### src/rtl/fpsc_pkg.sv
package fpsc_pkg;

  localparam int NUM_EXC   = 5;
  localparam int RM_LSB    = 0;
  localparam int RM_W      = 2;
  localparam int FLAG_LSB  = 2;
  localparam int EN_LSB    = FLAG_LSB + NUM_EXC;
  localparam int CAUSE_LSB = EN_LSB + NUM_EXC;
  localparam int DN_BIT    = 18;
  localparam logic [RM_W-1:0] RM_TRUNC = 2'b01;

  typedef struct packed {
    logic doWrite;
    logic doUpdate;
    logic doTset;
    logic raise;
  } fpscStrobe_t;

endpackage

### src/rtl/fpsc_ctrl.sv
module fpsc_ctrl
  import fpsc_pkg::*;
(
  input  logic               clk,
  input  logic               rstN,
  input  logic               wrEn,
  input  logic               opDone,
  input  logic [NUM_EXC-1:0] opExc,
  input  logic               cmpDone,
  input  logic               cmpUnordered,
  input  logic [NUM_EXC-1:0] causeCur,
  input  logic [NUM_EXC-1:0] enableCur,
  output fpscStrobe_t        strb
);

  logic              statusPath;
  logic [NUM_EXC-1:0] causeNext;

  always_comb begin
    statusPath = cmpDone ? cmpUnordered : opDone;
    causeNext  = causeCur | opExc;

    strb.doWrite  = wrEn;
    strb.doTset   = !wrEn && cmpDone && !cmpUnordered;
    strb.doUpdate = !wrEn && statusPath;
    strb.raise    = strb.doUpdate && (|opExc) && (|(causeNext & enableCur));
  end

  AST_ONE_ACTION: assert property (@(posedge clk) disable iff (!rstN)
    $onehot0({strb.doWrite, strb.doUpdate, strb.doTset})) else $error("action overlap");

  AST_QUIET_NO_RAISE: assert property (@(posedge clk) disable iff (!rstN)
    (opExc == '0) |-> !strb.raise) else $error("raise without condition");

endmodule

### src/rtl/fpsc_datapath.sv
module fpsc_datapath
  import fpsc_pkg::*;
#(
  parameter int          REG_W     = 32,
  parameter int          VEC_W     = 12,
  parameter logic [VEC_W-1:0] TRAP_VEC = 12'h120,
  parameter logic [REG_W-1:0] RST_VALUE = '0
) (
  input  logic               clk,
  input  logic               rstN,
  input  fpscStrobe_t        strb,
  input  logic [REG_W-1:0]   wrMask,
  input  logic [REG_W-1:0]   wrData,
  input  logic [NUM_EXC-1:0] opExc,
  input  logic               cmpTrue,
  output logic [REG_W-1:0]   statusQ,
  output logic               tQ,
  output logic               excReqQ,
  output logic [VEC_W-1:0]   excVector,
  output logic [NUM_EXC-1:0] causeCur,
  output logic [NUM_EXC-1:0] enableCur,
  output logic               roundToZero,
  output logic               flushToZero
);

  localparam int IMPL_TOP = CAUSE_LSB + NUM_EXC;

  logic [REG_W-1:0] implMask;
  logic [REG_W-1:0] updated;
  logic [REG_W-1:0] written;

  for (genvar b = 0; b < REG_W; b++) begin : g_impl
    if (b < IMPL_TOP || b == DN_BIT) begin : g_on
      assign implMask[b] = 1'b1;
    end else begin : g_off
      assign implMask[b] = 1'b0;
    end
  end

  assign causeCur  = statusQ[CAUSE_LSB +: NUM_EXC];
  assign enableCur = statusQ[EN_LSB +: NUM_EXC];

  always_comb begin
    written = ((statusQ & ~wrMask) | (wrData & wrMask)) & implMask;
    updated = statusQ;
    updated[FLAG_LSB +: NUM_EXC]  = opExc;
    updated[CAUSE_LSB +: NUM_EXC] = causeCur | opExc;
  end

  always_ff @(posedge clk or negedge rstN) begin
    if (!rstN) begin
      statusQ <= RST_VALUE & implMask;
      tQ      <= 1'b0;
      excReqQ <= 1'b0;
    end else begin
      excReqQ <= strb.raise;
      if (strb.doWrite) begin
        statusQ <= written;
      end else if (strb.doUpdate) begin
        statusQ <= updated;
      end
      if (strb.doTset) begin
        tQ <= cmpTrue;
      end
    end
  end

  assign excVector   = excReqQ ? TRAP_VEC : '0;
  assign roundToZero = (statusQ[RM_LSB +: RM_W] == RM_TRUNC);
  assign flushToZero = statusQ[DN_BIT];

  AST_RESERVED_ZERO: assert property (@(posedge clk) disable iff (!rstN)
    (statusQ & ~implMask) == '0) else $error("reserved bit set");

  AST_CAUSE_STICKY: assert property (@(posedge clk) disable iff (!rstN)
    !strb.doWrite |=> (($past(causeCur) & ~causeCur) == '0)) else $error("cause bit lost");

  AST_REQ_ENABLED: assert property (@(posedge clk) disable iff (!rstN)
    excReqQ |-> ((causeCur & enableCur) != '0)) else $error("request without enabled cause");

  AST_REQ_HAS_FLAG: assert property (@(posedge clk) disable iff (!rstN)
    excReqQ |-> (statusQ[FLAG_LSB +: NUM_EXC] != '0)) else $error("request with clear flags");

  AST_CMP_ORDERED: assert property (@(posedge clk) disable iff (!rstN)
    strb.doTset |=> (tQ == $past(cmpTrue)) && $stable(statusQ) && !excReqQ) else $error("ordered compare");

  AST_VECTOR: assert property (@(posedge clk) disable iff (!rstN)
    excReqQ |-> (excVector == TRAP_VEC)) else $error("bad vector");

endmodule

### src/rtl/fpsc_top.sv
module fpsc_top
  import fpsc_pkg::*;
#(
  parameter int REG_W = 32,
  parameter int VEC_W = 12,
  parameter logic [VEC_W-1:0] TRAP_VEC = 12'h120,
  parameter logic [REG_W-1:0] RST_VALUE = '0
) (
  input  logic               clk,
  input  logic               rstN,
  input  logic               wrEn,
  input  logic [REG_W-1:0]   wrMask,
  input  logic [REG_W-1:0]   wrData,
  input  logic               opDone,
  input  logic [NUM_EXC-1:0] opExc,
  input  logic               cmpDone,
  input  logic               cmpUnordered,
  input  logic               cmpTrue,
  output logic [REG_W-1:0]   statusReg,
  output logic               tBit,
  output logic               excReq,
  output logic [VEC_W-1:0]   excVector,
  output logic               roundToZero,
  output logic               flushToZero
);

  fpscStrobe_t        strb;
  logic [NUM_EXC-1:0] causeCur;
  logic [NUM_EXC-1:0] enableCur;

  fpsc_ctrl u_ctrl (
    .clk          (clk),
    .rstN         (rstN),
    .wrEn         (wrEn),
    .opDone       (opDone),
    .opExc        (opExc),
    .cmpDone      (cmpDone),
    .cmpUnordered (cmpUnordered),
    .causeCur     (causeCur),
    .enableCur    (enableCur),
    .strb         (strb)
  );

  fpsc_datapath #(
    .REG_W     (REG_W),
    .VEC_W     (VEC_W),
    .TRAP_VEC  (TRAP_VEC),
    .RST_VALUE (RST_VALUE)
  ) u_dp (
    .clk         (clk),
    .rstN        (rstN),
    .strb        (strb),
    .wrMask      (wrMask),
    .wrData      (wrData),
    .opExc       (opExc),
    .cmpTrue     (cmpTrue),
    .statusQ     (statusReg),
    .tQ          (tBit),
    .excReqQ     (excReq),
    .excVector   (excVector),
    .causeCur    (causeCur),
    .enableCur   (enableCur),
    .roundToZero (roundToZero),
    .flushToZero (flushToZero)
  );

endmodule

### config.mk
export PLATFORM = sky130hd
export DESIGN_NAME = fpsc_top
export DESIGN_NICKNAME = d
export VERILOG_FILES = /design/src/rtl/fpsc_pkg.sv /design/src/rtl/fpsc_ctrl.sv /design/src/rtl/fpsc_datapath.sv /design/src/rtl/fpsc_top.sv
export SDC_FILE = /design/constraint.sdc
export NUM_CORES = 1
export LEC_CHECK = 0
export ABC_AREA = 1
export ABC_CLOCK_PERIOD_IN_PS = 880
export BUFFER_PORTS_ARGS = -buffer_cell sky130_fd_sc_hd__buf_4
export CELL_PAD_IN_SITES_DETAIL_PLACEMENT = 1
export CELL_PAD_IN_SITES_GLOBAL_PLACEMENT = 2
export CORE_UTILIZATION = 15
export CTS_CLUSTER_DIAMETER = 200
export DETAILED_ROUTE_END_ITERATION = 12
export PLACE_DENSITY_LB_ADDON = 0.08
export SYNTH_ARGS = -nofsm -noshare
export SYNTH_HDL_FRONTEND = slang
export SYNTH_SLANG_ARGS = --single-unit
### constraint.sdc
create_clock -name clk -period 0.88 [get_ports clk]
set_clock_uncertainty 0.1 [all_clocks]
set_input_delay 0.088 -clock clk [delete_from_list [all_inputs] [get_ports clk]]
set_output_delay 0.088 -clock clk [all_outputs]
set_load 0.01 [all_outputs]
==> metrics.txt <==
largest net degree at the start of global routing=24; worst min path class=in2reg; Mapped Cells=182; crit-path max FO=3; # nets final=361; layout cell share with drive strength beyond 1=41.5%; initial core utilization=15.4%; die area=9310 sq um; leading cell type in the layout, fill and taps excluded=buf_4; Slew Viols, Final=0; post-layout min period=1110 ps; fill cell count=1052; GRT Util Overall=9.68%; DRC Markers=0; Int Pwr=2.30 mW; Max stage delay on crit path=420 ps; Port Buffer Count=71; Worst Path Buf+Inv=2; failing checks=setup timing; Sw Share=31.1%; DP Area=1980 sq um; CTS tree=yes; CP Launch Point=u_dp.statusQ[12]; row cnt=34; Non-Filler Instances=392; commonest non-fill, non-tap cells in the layout=buf_4 (61), nand2_1 (59), buf_6 (35); part of the power in registers=35.2%; Synth Cell Area=1340 sq um; VDD IR-drop max=0.469 mV; die height=96.5 um; Place WS=-202 ps; setup TNS=-4390 ps; Clk Latency, worst-skew pair=260 ps; Worst setup endpoint=statusReg[12]; Die X=96.5 um; Root Buffer=clkbuf_8; diode count=0; vias in the first global route=1428; reg2reg path depth=5; CP delay by family, top=flip-flops; status=complete, but fails checks; unrepaired setup endpoints after global routing=true; critical path depth in cells=2; Pleak=1.35 nW; post-route ant nets=0; GPL Wtd Cong=0.618; Seq/Total Area, Yosys=37.4%; clk slew on worst S/H paths=80 ps; critical path capture point type=output pin; #FFs+latches synth=20; synth-to-layout area growth=80.3%; Critical Path Start Type=flip-flop; YS warnings=0; routed vias/inst=3.72; Hold Path Depth=4; initial antenna violation count=0; CTS max path bufs=2; Top Ports=124; Iter 0 DRT Violations=35; routed vias=1457; reg2reg setup slack=-180 ps; slowest CP cell=dfrtp_1; count of cell types in the netlist=17; post-route design area=2410 sq um; Sw Pwr=1.04 mW; H-tree lvl count=1; worst-path cell chain=buf_6 -> buf_6; FMAX=0.900 GHz; PD cells=1380 nW/um^2; combinational share of power=42.7%; WS Path Type=reg2out; max-cap viol count=0; Clk pwr share=22.1%; FF-to-FF End=u_dp.excReqQ; gr ovfl total=0; Cells after DPL=366; DR pass1 iterations=4; TritonCTS Buffers=3; R2R Path Start=u_dp.statusQ[11]; Core Region=8680 sq um; smallest setup slack after layout=-232 ps; Detail Placement HPWL=3400 um; average wire per standard cell=11.5 um; Final Cycle Share=126%; Most common cell on crit path=buf_6; Total Wirelength=4510 um; Critical Path AT=920 ps; endpoints failing hold=0; Final Power=3.34 mW; Setup Viol. Count Final=34; Sink Count=20; Req. time, crit path=690 ps; syn_area_per_cell=7.36 sq um; first-pass GRT wire length=6800 um
==> state kept, by name, summed over array words and instances, names as in the netlist <==
signal and count:
u_dp.tQ 1, u_dp.statusQ 18, u_dp.excReqQ 1
==> per-stage QoR <==
| step | hold slack [ps] | utilization [%] |
|---|---|---|
| floorplan | -308 | - |
| global placement | -88.2 | 22.8 |
| detailed placement | -94.0 | 22.8 |
| CTS | 12.6 | 26.9 |
| global route | 31.9 | 27.8 |
| finish | 19.3 | 27.8 |
==> cell type report <==
cell class,instances,area [sq um],area share (%)
repair buffers,108,997,41.3
multi-input cells,137,668,27.7
flip-flops and latches,20,502,20.8
well taps,108,135,5.60
inverters,15,56.3,2.33
clock buffers,4,55.1,2.28
==> how the worst min path moves through the flow <==
stage / from / endpoint / slack, ps
final: wrMask[5] / u_dp.statusQ[5] / 20
after global routing: wrMask[6] / u_dp.statusQ[6] / 30
after CTS: wrMask[5] / u_dp.statusQ[5] / 10
after detailed placement: rstN / u_dp.tQ / -90
after global placement: rstN / u_dp.excReqQ / -90
after floorplan: rstN / u_dp.excReqQ / -310
==> Yosys cell counts (all sizes together) <==
library cell / number / share of area [%]
nand2: 61 / 17
a21oi: 1 / 0.65
nor2: 4 / 1.1
mux2i: 7 / 5.2
inv: 15 / 4.2
o21ai: 15 / 5.6
conb: 1 / 0.28
or2: 1 / 0.47
nand4: 1 / 0.47
dfrtp: 20 / 37
buf: 33 / 19
nand3: 23 / 8.6
==> timing repair <==
| action | in CTS | in global routing |
|---|---|---|
| setup buffers | 9 | 5 |
| setup endpoints to repair | 34 | 39 |
| hold endpoints to repair | 29 | 0 |
| hold buffers | 10 | 0 |
| resized for setup | 36 | 18 |
| pin swaps | 6 | 10 |
==> power groups by stage <==
| stage | clock [mW] | combinational (mW) | sequential (mW) |
|---|---|---|---|
| floorplan | 0 | 0.459 | 1.23 |
| global route | 0.815 | 1.58 | 1.20 |
| finish | 0.739 | 1.43 | 1.18 |
| global placement | 0 | 1.09 | 1.17 |
| CTS | 0.792 | 1.37 | 1.17 |
| detailed placement | 0 | 1.08 | 1.16 |
==> logic make-up (layout without fill, tap and decap cells) <==
kind of cell	count (synthesis)	in the layout	synth area share, %
multiplexers	7	7	5.23
AO/OA/AOI/OAI	16	16	6.26
AND/OR/NAND/NOR	90	90	27.9
other	1	24	0.280
buffers and inverters	48	127	22.9
flip-flops	20	20	37.4
==> worst register-to-register path, delay by kind of cell, from the launching register on <==
kind                   cells  cell delay, ps
buffers and inverters      1             130
AND/OR/NAND/NOR            3             230
AO/OA/AOI/OAI              1             100
flip-flops                 1             390
==> layer usage <==
layer / routed length, um / GRT usage (%)
met1: 1970 / 12.0
met2: 2210 / 17.1
met3: 293 / 1.72
met4: 36 / 2.57
met5: 0 / 0
No activity file was read; power rests on OpenSTA's default activity.
